$ cat src/rtl/lls_pkg.sv
// Shared types of the lane low-power entry scheduler.
// Assumes nothing beyond being compiled before the modules that use it.
package lls_pkg;

    // Power outcome chosen for one interval.
    typedef enum logic [1:0] {
        OC_FILL    = 2'd0,  // all lanes stay high-speed, gap padded
        OC_DATA_LP = 2'd1,  // data lanes low-power, clock held
        OC_ALL_LP  = 2'd2   // data and clock lanes low-power
    } outcome_e;

    // Sequencer state.
    typedef enum logic [1:0] {
        ST_OFF = 2'd0,  // reset state, all lanes low-power
        ST_RUN = 2'd1,  // between intervals
        ST_IVL = 2'd2   // playing out an interval
    } state_e;

endpackage

$ cat src/rtl/lls_cost.sv
// Round-trip cost evaluator.
// Adds the data-lane and clock-lane round-trip costs and compares them with
// the announced interval length to pick an outcome. Purely combinational.
// Assumes the clock round trip nests around the data round trip, so its
// cost includes the data cost.
module lls_cost #(
    parameter int TIME_W = 10,
    parameter int LEN_W  = 16
) (
    input  logic [LEN_W-1:0]  len,
    input  logic [TIME_W-1:0] t_clk_lp2hs,
    input  logic [TIME_W-1:0] t_clk_hs2lp,
    input  logic [TIME_W-1:0] t_dat_lp2hs,
    input  logic [TIME_W-1:0] t_dat_hs2lp,
    input  logic              clk_lp_ok,
    output lls_pkg::outcome_e outcome
);
    import lls_pkg::*;

    localparam int CW = TIME_W + 2;
    localparam int SW = (LEN_W > CW) ? LEN_W : CW;

    logic [SW-1:0] dat_rt;
    logic [SW-1:0] clk_rt;
    logic [SW-1:0] len_x;

    // Sum the round-trip costs at a width that cannot overflow.
    always_comb begin
        dat_rt = SW'(t_dat_hs2lp) + SW'(t_dat_lp2hs);
        clk_rt = dat_rt + SW'(t_clk_hs2lp) + SW'(t_clk_lp2hs);
        len_x  = SW'(len);
    end

    // Pick the deepest outcome the interval can afford.
    always_comb begin
        if (clk_lp_ok && (len_x >= clk_rt))
            outcome = OC_ALL_LP;
        else if (len_x >= dat_rt)
            outcome = OC_DATA_LP;
        else
            outcome = OC_FILL;
    end

endmodule

$ cat src/rtl/lls_timer.sv
// Interval sequencer.
// Accepts an interval start, latches the outcome and the thresholds the
// output decoder needs, and counts the remaining cycles down to one.
// Assumes start strobes arriving while an interval runs are to be dropped.
module lls_timer #(
    parameter int TIME_W = 10,
    parameter int LEN_W  = 16
) (
    input  logic               clk,
    input  logic               rst_n,
    input  logic               ivl_start,
    input  logic               video_mode,
    input  logic [LEN_W-1:0]   len,
    input  lls_pkg::outcome_e  outcome_in,
    input  logic [TIME_W-1:0]  t_clk_lp2hs,
    input  logic [TIME_W-1:0]  t_dat_lp2hs,
    input  logic [TIME_W-1:0]  t_dat_hs2lp,
    output lls_pkg::state_e    state,
    output lls_pkg::outcome_e  outcome_q,
    output logic [LEN_W-1:0]   rem,
    output logic [LEN_W-1:0]   clk_lo_from,
    output logic [TIME_W:0]    clk_hi_at,
    output logic [TIME_W-1:0]  dat_wake
);
    import lls_pkg::*;

    logic start_ok;

    // Qualify the strobe: video mode, non-empty, sequencer free.
    assign start_ok = ivl_start && video_mode && (len != '0) && (state == ST_RUN);

    // Advance the sequencer and capture per-interval values on start.
    always_ff @(posedge clk) begin
        if (!rst_n) begin
            state       <= ST_OFF;
            outcome_q   <= OC_FILL;
            rem         <= '0;
            clk_lo_from <= '0;
            clk_hi_at   <= '0;
            dat_wake    <= '0;
        end else begin
            case (state)
                ST_OFF: state <= ST_RUN;
                ST_RUN: begin
                    if (start_ok) begin
                        state       <= ST_IVL;
                        outcome_q   <= outcome_in;
                        rem         <= len;
                        clk_lo_from <= len - LEN_W'(t_dat_hs2lp);
                        clk_hi_at   <= {1'b0, t_dat_lp2hs} + {1'b0, t_clk_lp2hs};
                        dat_wake    <= t_dat_lp2hs;
                    end
                end
                ST_IVL: begin
                    if (rem == LEN_W'(1))
                        state <= ST_RUN;
                    rem <= rem - LEN_W'(1);
                end
                default: state <= ST_OFF;
            endcase
        end
    end

    // an accepted start opens an interval of the requested length.
    a_r5_start_loads: assert property (@(posedge clk) disable iff (!rst_n)
        start_ok |=> (state == ST_IVL) && (rem == $past(len)));

    // the last counted cycle closes the interval.
    a_r5_interval_ends: assert property (@(posedge clk) disable iff (!rst_n)
        (state == ST_IVL) && (rem == LEN_W'(1)) |=> (state == ST_RUN));

    // captured thresholds do not move while the interval runs.
    a_r10_thresholds_held: assert property (@(posedge clk) disable iff (!rst_n)
        (state == ST_IVL) && (rem != LEN_W'(1)) |=>
            $stable(clk_hi_at) && $stable(dat_wake) && $stable(clk_lo_from) && $stable(outcome_q));

endmodule

$ cat src/rtl/lls_lane_drv.sv
// Lane request decoder.
// Turns the sequencer state, the latched outcome and the remaining-cycle
// count into the clock request, data low-power enable and blanking fill.
// Outside intervals it follows the mode inputs combinationally.
// Assumes clk and rst_n are used only by its assertions.
module lls_lane_drv #(
    parameter int TIME_W = 10,
    parameter int LEN_W  = 16
) (
    input  logic               clk,
    input  logic               rst_n,
    input  logic               auto_on,
    input  logic               cfg_clk_req_en,
    input  logic               video_mode,
    input  logic               hs_pending,
    input  logic               last_line_cmd,
    input  lls_pkg::state_e    state,
    input  lls_pkg::outcome_e  outcome_q,
    input  logic [LEN_W-1:0]   rem,
    input  logic [LEN_W-1:0]   clk_lo_from,
    input  logic [TIME_W:0]    clk_hi_at,
    input  logic [TIME_W-1:0]  dat_wake,
    output logic               clk_hs_req,
    output logic               dat_lp_en,
    output logic               blank_fill
);
    import lls_pkg::*;

    localparam int SW = (LEN_W > TIME_W + 1) ? LEN_W : TIME_W + 1;

    logic clk_hold;
    logic dat_window;
    logic clk_asleep;

    // Derive the held-clock level and the low-power windows.
    always_comb begin
        clk_hold   = auto_on ? 1'b1 : cfg_clk_req_en;
        dat_window = SW'(rem) > SW'(dat_wake);
        clk_asleep = (rem <= clk_lo_from) && (SW'(rem) > SW'(clk_hi_at));
    end

    // Decode the three lane outputs from the sequencer state.
    always_comb begin
        clk_hs_req = 1'b0;
        dat_lp_en  = 1'b1;
        blank_fill = 1'b0;
        case (state)
            ST_RUN: begin
                if (video_mode) begin
                    clk_hs_req = clk_hold;
                    dat_lp_en  = 1'b0;
                end else begin
                    clk_hs_req = auto_on ? (hs_pending || last_line_cmd) : cfg_clk_req_en;
                    dat_lp_en  = !hs_pending;
                end
            end
            ST_IVL: begin
                case (outcome_q)
                    OC_ALL_LP: begin
                        clk_hs_req = !clk_asleep;
                        dat_lp_en  = dat_window;
                    end
                    OC_DATA_LP: begin
                        clk_hs_req = clk_hold;
                        dat_lp_en  = dat_window;
                    end
                    default: begin
                        clk_hs_req = clk_hold;
                        dat_lp_en  = 1'b0;
                        blank_fill = 1'b1;
                    end
                endcase
            end
            default: ;
        endcase
    end

    // blanking fill keeps every lane in high-speed under automatic control.
    a_r6_fill_all_hs: assert property (@(posedge clk) disable iff (!rst_n)
        blank_fill && auto_on |-> clk_hs_req && !dat_lp_en);

    // the clock lane sleeps only while the data lanes are low-power.
    a_r8_clk_inside_data: assert property (@(posedge clk) disable iff (!rst_n)
        (state == ST_IVL) && auto_on && !clk_hs_req |-> dat_lp_en);

    // without automatic control the clock request mirrors its enable.
    a_r2_manual_clk: assert property (@(posedge clk) disable iff (!rst_n)
        !auto_on && (state != ST_OFF) |-> (clk_hs_req == cfg_clk_req_en));

    // in command mode a pending packet keeps the data lanes active.
    a_r3_cmd_pending: assert property (@(posedge clk) disable iff (!rst_n)
        (state == ST_RUN) && !video_mode && hs_pending |-> !dat_lp_en && !blank_fill);

endmodule

$ cat src/rtl/lane_lp_sched.sv
// Lane low-power entry scheduler, top level.
// Combines the cost evaluator, the interval sequencer and the lane decoder.
// Assumes the interval length and the strobe come from a video timing source,
// and that the transition times are given in lane byte clocks.
module lane_lp_sched #(
    parameter int TIME_W = 10,
    parameter int LEN_W  = 16
) (
    input  logic              clk,
    input  logic              rst_n,
    input  logic              cfg_clk_req_en,
    input  logic              cfg_auto_clk,
    input  logic              video_mode,
    input  logic              hs_pending,
    input  logic              last_line_cmd,
    input  logic              ivl_start,
    input  logic [LEN_W-1:0]  ivl_len,
    input  logic [TIME_W-1:0] t_clk_lp2hs,
    input  logic [TIME_W-1:0] t_clk_hs2lp,
    input  logic [TIME_W-1:0] t_dat_lp2hs,
    input  logic [TIME_W-1:0] t_dat_hs2lp,
    output logic              clk_hs_req,
    output logic              dat_lp_en,
    output logic              blank_fill
);
    import lls_pkg::*;

    logic              auto_on;
    logic              clk_lp_ok;
    outcome_e          outcome_now;
    outcome_e          outcome_q;
    state_e            state;
    logic [LEN_W-1:0]  rem;
    logic [LEN_W-1:0]  clk_lo_from;
    logic [TIME_W:0]   clk_hi_at;
    logic [TIME_W-1:0] dat_wake;

    // Automatic clock control needs both enables; a deferred command blocks clock sleep.
    assign auto_on   = cfg_clk_req_en && cfg_auto_clk;
    assign clk_lp_ok = auto_on && !last_line_cmd;

    lls_cost #(.TIME_W(TIME_W), .LEN_W(LEN_W)) u_cost (
        .len         (ivl_len),
        .t_clk_lp2hs (t_clk_lp2hs),
        .t_clk_hs2lp (t_clk_hs2lp),
        .t_dat_lp2hs (t_dat_lp2hs),
        .t_dat_hs2lp (t_dat_hs2lp),
        .clk_lp_ok   (clk_lp_ok),
        .outcome     (outcome_now)
    );

    lls_timer #(.TIME_W(TIME_W), .LEN_W(LEN_W)) u_timer (
        .clk         (clk),
        .rst_n       (rst_n),
        .ivl_start   (ivl_start),
        .video_mode  (video_mode),
        .len         (ivl_len),
        .outcome_in  (outcome_now),
        .t_clk_lp2hs (t_clk_lp2hs),
        .t_dat_lp2hs (t_dat_lp2hs),
        .t_dat_hs2lp (t_dat_hs2lp),
        .state       (state),
        .outcome_q   (outcome_q),
        .rem         (rem),
        .clk_lo_from (clk_lo_from),
        .clk_hi_at   (clk_hi_at),
        .dat_wake    (dat_wake)
    );

    lls_lane_drv #(.TIME_W(TIME_W), .LEN_W(LEN_W)) u_drv (
        .clk            (clk),
        .rst_n          (rst_n),
        .auto_on        (auto_on),
        .cfg_clk_req_en (cfg_clk_req_en),
        .video_mode     (video_mode),
        .hs_pending     (hs_pending),
        .last_line_cmd  (last_line_cmd),
        .state          (state),
        .outcome_q      (outcome_q),
        .rem            (rem),
        .clk_lo_from    (clk_lo_from),
        .clk_hi_at      (clk_hi_at),
        .dat_wake       (dat_wake),
        .clk_hs_req     (clk_hs_req),
        .dat_lp_en      (dat_lp_en),
        .blank_fill     (blank_fill)
    );

    // reset leaves every lane low-power with nothing requested.
    a_r1_reset_lp: assert property (@(posedge clk)
        !rst_n |=> !clk_hs_req && dat_lp_en && !blank_fill);

    // a deferred last-line command never lets an interval sleep the clock.
    a_r9_last_line_no_sleep: assert property (@(posedge clk) disable iff (!rst_n)
        last_line_cmd && ivl_start && video_mode && (state == ST_RUN) |=> (outcome_q != OC_ALL_LP));

endmodule

$ cat config.mk
export PLATFORM = sky130hd
export DESIGN_NAME = lane_lp_sched
export DESIGN_NICKNAME = d
export VERILOG_FILES = /design/src/rtl/lls_pkg.sv /design/src/rtl/lls_cost.sv /design/src/rtl/lls_timer.sv /design/src/rtl/lls_lane_drv.sv /design/src/rtl/lane_lp_sched.sv
export SDC_FILE = /design/constraint.sdc
export NUM_CORES = 1
export LEC_CHECK = 0
export BUFFER_PORTS_ARGS = -buffer_cell sky130_fd_sc_hd__buf_2
export CORE_MARGIN = 8
export CORE_UTILIZATION = 35
export CTS_BUF_LIST = sky130_fd_sc_hd__clkbuf_8
export CTS_CLUSTER_DIAMETER = 120
export DETAILED_ROUTE_END_ITERATION = 10
export GPL_ROUTABILITY_DRIVEN = 0
export PLACE_DENSITY = 0.54
export SYNTH_ARGS = -nofsm -noshare
export SYNTH_HDL_FRONTEND = slang
export SYNTH_SLANG_ARGS = --single-unit
$ cat constraint.sdc
create_clock -name clk -period 7.04 [get_ports clk]
set_input_delay 1.76 -clock clk [delete_from_list [all_inputs] [get_ports clk]]
set_output_delay 1.76 -clock clk [all_outputs]
set_load 0.03 [all_outputs]
After elaboration in Yosys (flattened, before gate mapping)

Index checks and enable logic that the tools add are counted.

Input bits: 64
Register bits after elaboration: 57
Output and inout bits: 3

Reductions and logical operators: 18
Mux-type cells: 17
Order comparisons: 5
Add/subtract/negate cells: 6
Equal/unequal tests: 7

Operators with widths:

| kind                    | number |
|---|---|
| $add A16 B10 Y16        | 2 |
| $ge A16 B16 Y1          | 2 |
| $pmux W16 S2            | 1 |
| $add A10 B10 Y11        | 2 |
| $eq A16 B1 Y1 const B   | 1 |
| $gt A16 B10 Y1          | 1 |
| $gt A16 B11 Y1          | 1 |
| $le A16 B16 Y1          | 1 |
| $mux W16                | 1 |
| $reduce_bool A16 Y1     | 1 |
| $sub A16 B1 Y16 const B | 1 |
| $sub A16 B10 Y16        | 1 |
| $mux W1                 | 9 |
| $logic_and A1 B1 Y1     | 7 |
| $mux W2                 | 3 |
| $pmux W2 S3             | 1 |
| $reduce_and A2 Y1       | 3 |
| $eq A2 B1 Y1 const B    | 2 |
| $eq A2 B2 Y1 const B    | 2 |
| $ne A2 B2 Y1 const B    | 2 |
| $pmux W1 S2             | 2 |
| $logic_not A1 Y1        | 3 |
| $logic_not A2 Y1        | 1 |
| $reduce_bool A2 Y1      | 1 |
| 2 further kinds         | 2 |

Longest topological paths before layout

Gate-level depths: netlist (run 1).

Word-level depth: 6
Gate-level depth with buffers: 21
Gate-level depth less buffers: 21

Cells and area by module

A second synthesis (run 1) with hierarchy kept.

Cell total of the unflattened synthesis: 746
Area total of the unflattened synthesis: 5959.5 um^2

Modules (own cells, without submodules):

| module        | instances | area an instance (um^2) | cells each |
|---|---|---|---|
| lls_timer     | 1         | 3260.6                  | 418 |
| lls_cost      | 1         | 1584.0                  | 178 |
| lls_lane_drv  | 1         | 1099.8                  | 148 |
| lane_lp_sched | 1         | 15.0                    | 2 |

Worst setup path before layout (run 1)

No wires, ideal clock.

Path type: in2reg
Start point: in t_dat_lp2hs[0]
End point: reg u_timer.outcome_q[1]
Setup time: 123 ps
Arrival: 5551 ps
Setup slack: 1367 ps
Cell stages on the path: 18
Buffers on the path: 0
Path through: ha_1 > inv_1 > fa_1 > inv_1 > fa_1 > ha_1 > fa_1 > a21o_1 > a21oi_1 > o21ai_0 > o41a_1 > a21o_1 > a21oi_1 > ha_1 > a221oi_1 > o211ai_1 > o21ai_0 > o21ai_0

Word-level cells in the longest chain between the ends: 6

RTL lines:

| element                        | RTL line            | source |
|---|---|---|
| from (decl)                    | lane_lp_sched.sv:20 | `input logic [TIME_W-1:0] t_dat_lp2hs,` |
| $add A10 B10 Y11               | lls_cost.sv:29      | `dat_rt = SW'(t_dat_hs2lp) + SW'(t_dat_lp2hs);` |
| $add A16 B10 Y16 (2 in series) | lls_cost.sv:30      | `clk_rt = dat_rt + SW'(t_clk_hs2lp) + SW'(t_clk_lp2hs);` |
| $ge A16 B16 Y1                 | lls_cost.sv:36      | `if (clk_lp_ok && (len_x >= clk_rt))` |
| $logic_and A1 B1 Y1            | lls_cost.sv:36      |  |
| $mux W2                        | lls_cost.sv:36      |  |
| to (signal assigned)           | lls_timer.sv:47     | `outcome_q <= outcome_in;` |
| to (decl)                      | lls_timer.sv:19     | `output lls_pkg::outcome_e outcome_q,` |

No other way between the ends.
A chain may end at the register's enable or synchronous reset.

Final worst setup path (run 1)

Start point: in t_dat_lp2hs[1]
End point: reg u_timer.outcome_q[1]

Same word-level chain as after synthesis.

==> summary.md, run 1 <==
| Metric | Value |
|---|---|
| Distinct cells, synth | 67 |
| Share of the synthesized area in the top cell type | 0.2182 |
| H-tree depth | 3 |
| WP buf/inv | 2 |
| Crit-path max cell delay | 0.65 ns |
| Ys flop type | dfxtp_1 |
| Clk buf depth | 2 |
| Synth Instances | between 700 and 800 |
| Cell Rows | 48 |
| Most frequent cell after synthesis | ha_1 |
| Syn Area/Cell | around 7.7 um^2 |
| Total number of vias | about 5700 |
| Crit Path Max Fanout | 4 |
| Initial antenna violation count | 0 |
| Vias in the first global route | around 5600 |
| Simple-gate portion of the synthesized area | 0.1923 |
| Post-Synth Adder-Cell Area | 0.2644 |
| Pins Over Slew Limit | 0 |
| GRT Resource Usage Total | 0.1638 |
| First-pass GRT wire length | about 29000 um |
| WP data arrival | approximately 6.2 ns |
| Setup Fix Bufs, Post-CTS | 0 |
| Routed Antenna Nets | 0 |
| Final HPWL DP | 14680 um |
| RSZ-0062 raised after global routing | false |
| Fmax | 168.9 MHz |
| CTS tree | yes |
| Post-synth top area cell | ha_1 |
| Setup Skew | between 0.01 and 0.015 ns |
| Wire per inst | between 15 and 20 um |
| Hold Vio Cnt, Final | 0 |
| Delay-heaviest family, CP | compound AO/OA/AOI/OAI gates |
| Area of the core | between 0.015 and 0.02 mm^2 |
| Yosys warns | 0 |
| I/O Pins | 67 |
| Placed Area | between 0.006 and 0.007 mm^2 |
| Cell Area, Synth | 0.006077 mm^2 |
| Synth Area in XOR/XNOR | 0.04180 |
| Mux share of post-synthesis cell area | 0.005147 |
| Leakage | between 2 and 3 nW |
| CTS Root Cell | clkbuf_8 |
| Pwr dens | around 220 mW/mm^2 |
| Register area share after synthesis | 0.1878 |
| Layout Nets | approximately 1000 |
| # DRC | 0 |
| Post-CTS Hold Buffers | 0 |
| Compound-gate portion of the synthesized area | 0.2427 |
| CTS clk-pin slew, worst paths | ~0.070 ns |
| Starting DRT DRC Count | slightly below 300 |
| Finished Cell Area | around 0.007 mm^2 |
| Largest net degree at the start of global routing | between 40 and 50 |
| CTS buffer count | 9 |
| Min-Delay Path Class | flop to flop |
| Port bufs | 66 |
| Ys async rst share | 0 |
| Clk sink count | 57 |
| CP Class | primary input to flop |
| Clk Latency, worst-skew pair | ~0.35 ns |
| Flops & latches, synth | 57 |
| # setup viols final | 0 |
| Post-Syn Nets | 969 |
| Starting density of the core | 0.3550 |
| Final setup TNS | 0 ns |
| Critical Path Sink Type | flop |
| CP Data Required Time | approximately 7.3 ns |
| Synth top area cells | ha_1, dfxtp_1, a21oi_1, nand2_1, inv_1 |
| Remaining Overflow, GRT | 0 |
| Worst VDD drop | between 0.1 and 0.15 mV |
| Die X | about 150 um |
| Synth-to-Final Area Change | 13.09% |
| Die Span Y | between 100 and 150 um |
| Critical-path cell list | buf_2, ha_1, a21o_1, a211oi_1, nor2_1, nor2_1, xor2_1, inv_1, fa_1, ha_1, o21a_1, a2111oi_0, o31ai_1, a21oi_1, xor2_1, ha_1, a221oi_1, o211ai_1, o21ai_0, o21ai_0 |
| Top cells by count, synth | ha_1, a21oi_1, nand2_1, inv_1, dfxtp_1 |
| Post-synth EDFFs | 0 |
| Crit path launch type | primary input |
| Worst-path cell with the longest stage delay | a2111oi_0 |
| Combinational family with the most area after synthesis | adder cells |
| Die area | roughly 0.022 mm^2 |
| Least-Margin Pin Slew | approximately 0.76 ns |
| Status | complete, no violations |
| Post-layout min period | slightly below 6 ns |
| Ratio of cells with drive above 1 in the final layout | 0.1144 |
| Fin util | 0.4015 |
| Post_cts resized | 0 |
| Drt first pass iters | 5 |
| Max-slew headroom at the worst pin | 0.4859 |
| Final period util | 0.8409 |
| Max-cap violation count | 0 |
| DR vias/cell | 5.273 |
| # diodes | 0 |
| Final wirelength | approximately 18000 um |
| Worst path most repeated cell | ha_1 |
## cell usage in the layout, fill, tap and decap left out, types with 4 or more instances in the layout
cell type / count
o21a_1: 10
nand2_1: 83
clkbuf_8: 9
ha_1: 106
buf_2: 66
xnor2_1: 13
o21bai_1: 4
nor2_1: 56
o211ai_1: 10
a21o_1: 9
nor2b_1: 12
o21ai_0: 47
a31oi_1: 5
and2_1: 5
nand2b_1: 8
fa_1: 14
nand4_1: 11
nand3_1: 17
o22ai_1: 4
xor2_1: 16
nor4_1: 4
dfxtp_1: 57
a21oi_1: 88
a2111oi_0: 4
inv_1: 80
a211oi_1: 15
bufinv_16: 4
nor3_1: 20
o21ai_1: 5
buf_4: 4
## where the power goes
part / leakage [nW] / switching, W / internal (W) / total, W
logic: 2.36 / 0.000410 / 0.000301 / 0.000710
clock network: 0.134 / 0.000144 / 0.000268 / 0.000413
registers: 0.463 / 0.0000196 / 0.000342 / 0.000361
## final timing paths
| kind | start | endpoint | slack (ns) | cells after the start |
|---|---|---|---|---|
| setup / recovery | t_dat_lp2hs[1] | u_timer.outcome_q[1] | 1.12 | 20 |
| hold / removal | u_timer.clk_lo_from[8] | u_timer.clk_lo_from[8] | 0.45 | 2 |
| hold reg to reg | u_timer.clk_lo_from[8] | u_timer.clk_lo_from[8] | 0.45 | 2 |
| setup reg to reg | u_timer.state[0] | u_timer.rem[3] | 4.52 | 8 |
## through the flow
stage / power [W] / worst slack [ns] / instances / hold slack (ns)
after floorplan: 0.0008881 / 1.367 / 785 / 0.4319
after global routing: 0.001603 / 0.7482 / 1073 / 0.4715
after detailed placement: 0.001083 / 0.7301 / 1057 / 0.4467
after CTS: 0.001499 / 1.114 / 1073 / 0.4563
after global placement: 0.001082 / 0.8391 / 1057 / 0.4411
final: 0.001484 / 1.120 / 1073 / 0.4547
## metal layers
| metal | GRT usage | part of all wire |
|---|---|---|
| met2 | 0.2688 | 0.46 |
| met1 | 0.2199 | 0.48 |
| met5 | 0 | 0 |
| met4 | 0.04997 | 0.017 |
| met3 | 0.01987 | 0.036 |
## tightest hold or removal path: stages (launching register included)
cell and delay (ns):
dfxtp_1 0.31, nand2_1 0.05, a21oi_1 0.05
## state kept, by name, summed over array words and instances, names as in the netlist
| register | count |
|---|---|
| u_timer.clk_hi_at | 11 |
| u_timer.clk_lo_from | 16 |
| u_timer.dat_wake | 10 |
| u_timer.outcome_q | 2 |
| u_timer.rem | 16 |
| u_timer.state | 2 |
## cell type report
type / instances / area (um^2)
Fill cell: 1836 / 10240
Multi-Input combinational cell: 626 / 4536
Sequential cell: 57 / 1141
Timing Repair Buffer: 70 / 360.3
Inverter: 79 / 296.5
Tap cell: 225 / 281.5
Clock inverter: 7 / 133.9
Clock buffer: 9 / 123.9
## logic make-up (layout without fill, tap and decap cells)
family / Yosys count / count (layout)
simple gates: 240 / 240
compound gates: 234 / 234
fa+ha+maj: 120 / 120
buf+inv: 102 / 165
flops: 57 / 57
xor+xnor: 29 / 29
mux: 3 / 3
Note: power is estimated with default switching activity, not from simulation.
==> inputs of run 2 (changes only) <==
--- a/config.mk
+++ b/config.mk
@@ -12,7 +12,7 @@
 export CTS_CLUSTER_DIAMETER = 120
 export DETAILED_ROUTE_END_ITERATION = 10
 export GPL_ROUTABILITY_DRIVEN = 0
-export PLACE_DENSITY = 0.54
+export PLACE_DENSITY = 0.56
 export SYNTH_ARGS = -nofsm -noshare
 export SYNTH_HDL_FRONTEND = slang
 export SYNTH_SLANG_ARGS = --single-unit
==> constraint.sdc (replaced) <==
create_clock -name clk -period 5 [get_ports clk]
set_input_delay 1.25 -clock clk [delete_from_list [all_inputs] [get_ports clk]]
set_output_delay 1.25 -clock clk [all_outputs]
set_load 0.03 [all_outputs]
==> run 2 against run 1 <==
Hold slack got worse by 0.0031 ns. Sequential power rose by 41%. Combinational power rose by 66%. Total power rose by 50%. Final cell count rose by 3.2%. Critical path type unchanged.
==> summary.md, run 2 (synthesis gave the netlist of run 1 again) <==
| Metric | Value |
|---|---|
| Initial antenna violation count | 0 |
| Status | complete, no violations |
| Cell Rows | between 40 and 50 |
| Largest net degree at the start of global routing | 46 |
| Final wirelength | around 18000 um |
| CTS Root Cell | clkbuf_8 |
| Clk sink count | 57 |
| Fin cells | around 1100 |
| Clk Latency, worst-skew pair | 0.35 ns |
| Crit-path max cell delay | 0.48 ns |
| Leakage | between 3 and 4 nW |
| Placed Area | approximately 0.007 mm^2 |
| Layout Nets | between 1000 and 1500 |
| CTS tree | yes |
| Remaining Overflow, GRT | 0 |
| Synth-to-Final Area Change | 20.49% |
| Finished Cell Area | ~0.0073 mm^2 |
| Port bufs | 66 |
| Final setup TNS | 0 ns |
| Final period util | 0.9789 |
| Fin Hold WS | approximately 0.45 ns |
| # DRC | 0 |
| WP buf/inv | 2 |
| # diodes | 0 |
| Routed Antenna Nets | 0 |
| Worst path most repeated cell | o21ai_1 |
| # setup viols final | 0 |
| Starting density of the core | 0.3550 |
| Worst-path cell with the longest stage delay | fa_1 |
| Worst VDD drop | between 0.15 and 0.2 mV |
| RSZ-0062 raised after global routing | true |
| Wire per inst | between 15 and 20 um |
| CTS clk-pin slew, worst paths | ~0.09 ns |
| Leading cell type in the layout, fill and taps excluded | ha_1 |
| Max-slew headroom at the worst pin | 0.4657 |
| Setup Skew | between 0.009 and 0.01 ns |
| Total number of vias | a little under 6000 |
| Crit path launch type | primary input |
| Largest regs | u_timer.clk_lo_from x16, u_timer.rem x16, u_timer.clk_hi_at x11 |
| Die area | 0.02184 mm^2 |
| I/O Pins | 67 |
| Max-cap violation count | 0 |
| Post-layout min period | 4.895 ns |
| Starting DRT DRC Count | between 300 and 400 |
| Die X | approximately 150 um |
| First-pass GRT wire length | 28350 um |
| Drt first pass iters | 5 |
| Area of the core | 0.01712 mm^2 |
| GRT Resource Usage Total | 0.1609 |
| Pins Over Slew Limit | 0 |
| Final HPWL DP | about 15000 um |
| Hold Vio Cnt, Final | 0 |
| DR vias/cell | 5.252 |
| Ratio of cells with drive above 1 in the final layout | 0.1791 |
| Layout fillers | 1769 |
| Fmax | between 200 and 250 MHz |
| CP Class | primary input to flop |
| Pwr dens | just over 300 mW/mm^2 |
| Min-Delay Path Class | flop to flop |
| WP data arrival | 5.15 ns |
| Critical-path cell list | buf_8, ha_4, inv_2, fa_2, nor2b_1, o21ai_1, nand2b_1, a31oi_2, a211o_1, xnor2_2, fa_1, ha_4, o41a_1, a21o_1, a21oi_2, ha_1, a221oi_2, o211ai_1, o21ai_1, o21ai_1 |
| Clk buf depth | 2 |
| PnR worst setup slack | 0.1054 ns |
| Critical Path Sink Type | flop |
| Inst Count DP | roughly 1100 |
| Crit Path Max Fanout | 3 |
| Die Span Y | roughly 150 um |
| CTS buffer count | 9 |
| H-tree depth | 3 |
| Least-Margin Pin Slew | 0.7941 ns |
| Most frequent cells in the layout | ha_1, a21oi_1, nand2_1, inv_1, buf_2 |
| Pre-CTS setup slack | -0.4753 ns |
| CP Data Required Time | about 5.3 ns |
| Delay-heaviest family, CP | compound AO/OA/AOI/OAI gates |
| Vias in the first global route | 5630 |
[run 2: changes by cell type in the layout (fill, tap and decap cells not counted), sizes merged]
cell,delta
inv,-1
clkinvlp,+2
buf,+34
bufinv,-1
[run 2: path summary, 6_finish.rpt]
kind	slack, ns	end	startpoint	cells past startpoint
max	0.11	u_timer.outcome_q[1]	t_dat_lp2hs[0]	20
min	0.45	u_timer.clk_hi_at[5]	u_timer.clk_hi_at[5]	2
max reg2reg	2.49	u_timer.rem[3]	u_timer.state[0]	8
min reg2reg	0.45	u_timer.clk_hi_at[5]	u_timer.clk_hi_at[5]	2
[run 2: timing repair]
action	CTS	global route
gates resized for setup	3	29
endpoints found under the setup margin	2	2
setup buffers	0	2
pin swaps	2	18
hold buffers	0	0
[run 2: cell type report]
cell class | count | area [um^2] | share of cell area
Clock inverter | 7 | 118.9 | 0.01623
Clock buffer | 9 | 123.9 | 0.01692
Sequential cell | 57 | 1141 | 0.1558
Inverter | 79 | 296.5 | 0.04050
Tap cell | 225 | 281.5 | 0.03845
Timing Repair Buffer | 104 | 649.4 | 0.08869
Multi-Input combinational cell | 626 | 4711 | 0.6434
[run 2: routing by layer]
metal	global-route usage	up-vias	share of wire
met1	0.2186	2674	0.49
met5	0	-	0
met3	0.01529	14	0.033
met2	0.2667	125	0.47
li1	-	3001	-
met4	0.04284	0	0.011
[run 2: per-stage QoR]
stage               utilization  power, W
finish                   0.4278  0.002222
global route             0.4278  0.002393
CTS                      0.4199  0.002183
detailed placement       0.4042  0.001623
global placement         0.4042  0.001623
floorplan                     -  0.001288
[run 2: report_power, final]
part | switching, W | total [W] | internal [W]
Combinational | 0.000641 | 0.00118 | 0.000534
Clock | 0.000207 | 0.000538 | 0.000331
Sequential | 0.0000269 | 0.000508 | 0.000481
Total | 0.000875 | 0.00222 | 0.00135
[run 2: worst reg2reg max path: cells and delay by family, from the launching register on]
family	cells	cell delay [ns]
flops	1	0.33
fa+ha+maj	1	0.14
simple gates	1	0.05
compound gates	3	1.06
buf+inv	3	0.79
==> inputs of run 3 (changes only) <==
==> constraint.sdc (replaced) <==
create_clock -name clk -period 4.3 [get_ports clk]
set_input_delay 1.075 -clock clk [delete_from_list [all_inputs] [get_ports clk]]
set_output_delay 1.075 -clock clk [all_outputs]
set_load 0.03 [all_outputs]
==> run 3 against run 2 <==
The run now ends with setup timing left. Largest cell class unchanged. Final cell count increased by 1.6%. Non-clock buffer count increased by 19. Global-route usage increased by 0.71 points. Core utilization increased by 0.64 points. Hold slack lost 0.0018 ns.
==> summary.md, run 3 (synthesis gave the netlist of run 1 again) <==
| Metric | Value |
|---|---|
| Wire per inst | approximately 16 um |
| Placed Area | roughly 0.007 mm^2 |
| Min-Delay Path Class | flop to flop |
| Routed Antenna Nets | 0 |
| Largest net degree at the start of global routing | 45 |
| Vias in the first global route | about 5900 |
| Max-slew headroom at the worst pin | 0.5264 |
| Area of the core | about 0.017 mm^2 |
| Hold Vio Cnt, Final | 0 |
| Failing checks | setup timing |
| CP Class | primary input to flop |
| Leading cell type in the layout, fill and taps excluded | ha_1 |
| Ratio of cells with drive above 1 in the final layout | 0.1956 |
| Port bufs | 66 |
| WP data arrival | between 4 and 5 ns |
| # DRC | 0 |
| Synth-to-Final Area Change | 22.28% |
| Layout Nets | ~1100 |
| DR vias/cell | about 5.2 |
| CTS tree | yes |
| Critical Path Sink Type | flop |
| Fmax | ~210 MHz |
| Largest regs | u_timer.clk_lo_from x16, u_timer.rem x16, u_timer.clk_hi_at x11 |
| Cell Rows | 48 |
| Worst VDD drop | 0.2112 mV |
| Finished Cell Area | 0.007431 mm^2 |
| Starting DRT DRC Count | about 420 |
| Least-Margin Pin Slew | ~0.71 ns |
| # setup viols final | 2 |
| Layout fillers | ~1800 |
| RSZ-0062 raised after global routing | true |
| Drt first pass iters | 5 |
| Pre-CTS setup slack | -0.9573 ns |
| First-pass GRT wire length | slightly below 30000 um |
| I/O Pins | 67 |
| Pins Over Slew Limit | 0 |
| Final HPWL DP | roughly 15000 um |
| Remaining Overflow, GRT | 0 |
| CTS buffer count | 9 |
| Leakage | ~3.2 nW |
| Max-cap violation count | 0 |
| PnR worst setup slack | -0.4434 ns |
| Final wirelength | roughly 18000 um |
| Post-layout min period | 4.743 ns |
| Crit Path Max Fanout | 2 |
| CP Data Required Time | approximately 4.5 ns |
| Clk Latency, worst-skew pair | approximately 0.35 ns |
| Final period util | 1.103 |
| Most frequent cells in the layout | ha_1, a21oi_1, nand2_1, inv_1, buf_2 |
| Crit path launch type | primary input |
| Total number of vias | roughly 6000 |
| Die X | 147.8 um |
| Initial antenna violation count | 0 |
| Starting density of the core | 0.3550 |
| CTS clk-pin slew, worst paths | about 0.07 ns |
| Pwr dens | between 300 and 400 mW/mm^2 |
| Die area | ~0.022 mm^2 |
| # diodes | 0 |
| GRT Resource Usage Total | 0.1680 |
| CTS Root Cell | clkbuf_8 |
| Setup Skew | 0.01021 ns |
| H-tree depth | 3 |
| Fin util | 0.4341 |
| Clk sink count | 57 |
| Die Span Y | approximately 150 um |
| Status | finished with violations |
| Clk buf depth | 2 |
run 3: cell types whose count changed in the layout (fill, tap and decap cells not counted), moves of 2 or more:
cell	previous run	this run
ha_4	5	7
buf_4	35	56
buf_6	5	3
bufinv_16	3	1
inv_1	77	79
a21oi_2	3	5
o21ai_1	10	12
o21ai_0	41	39
ha_1	99	97
clkinvlp_4	2	0
a21oi_1	85	83
clkbuf_8	9	11
run 3: repair_timing:
action,CTS,global route
pin swaps,19,20
gates resized for setup,24,7
setup endpoints to repair,2,2
hold buffers,0,0
buffers inserted,2,3
run 3: where the power goes:
part | total, W | internal, W | switching [W] | leakage (nW)
clock network | 0.000517 | 0.000292 | 0.000225 | 0.106
registers | 0.000592 | 0.000560 | 0.0000319 | 0.463
logic | 0.00142 | 0.000667 | 0.000753 | 2.66
run 3: final timing paths:
path | startpoint | endpoint | slack [ns] | depth (start not counted)
min | u_timer.clk_lo_from[6] | u_timer.clk_lo_from[6] | 0.45 | 2
max | t_dat_lp2hs[0] | u_timer.outcome_q[1] | -0.44 | 19
max reg2reg | u_timer.state[0] | u_timer.rem[3] | 1.99 | 9
min reg2reg | u_timer.clk_lo_from[6] | u_timer.clk_lo_from[6] | 0.45 | 2
run 3: layout make-up:
| type | instances | area [um^2] | area share |
|---|---|---|---|
| clock buffer | 11 | 151.4 | 0.02037 |
| clock inverter | 4 | 43.79 | 0.005893 |
| inverter | 79 | 296.5 | 0.03991 |
| multi-input combinational | 626 | 4722 | 0.6355 |
| sequential | 57 | 1141 | 0.1536 |
| tap | 225 | 281.5 | 0.03789 |
| timing repair buffer | 123 | 794.5 | 0.1069 |
run 3: critical path, stage by stage:
cell and delay (ns):
buf_8 0.08, ha_4 0.13, inv_2 0.03, fa_2 0.54
inv_1 0.05, fa_1 0.43, ha_2 0.21, fa_2 0.35
a21o_1 0.18, a21oi_2 0.15, o21ai_2 0.09, o41a_1 0.39
a21o_1 0.20, a21oi_2 0.13, ha_1 0.26, a221oi_2 0.28
o211ai_1 0.12, o21ai_1 0.20, o21ai_1 0.09
run 3: stage by stage:
stage	cells	hold slack [ns]	total power [W]	TNS, ns
global route	1125	0.4632	0.002731	-1.280
floorplan	785	0.4319	0.001498	-0.9652
detailed placement	1105	0.4455	0.001921	-1.848
CTS	1122	0.4529	0.002509	-0.7264
finish	1125	0.4498	0.002528	-0.8841
global placement	1105	0.4398	0.001910	-1.731
run 3: routing by layer:
layer  GRT usage  part of all wire
met1      0.2165              0.48
met2      0.2796              0.46
met3     0.02507             0.040
met4     0.05966             0.022
met5           0                 0
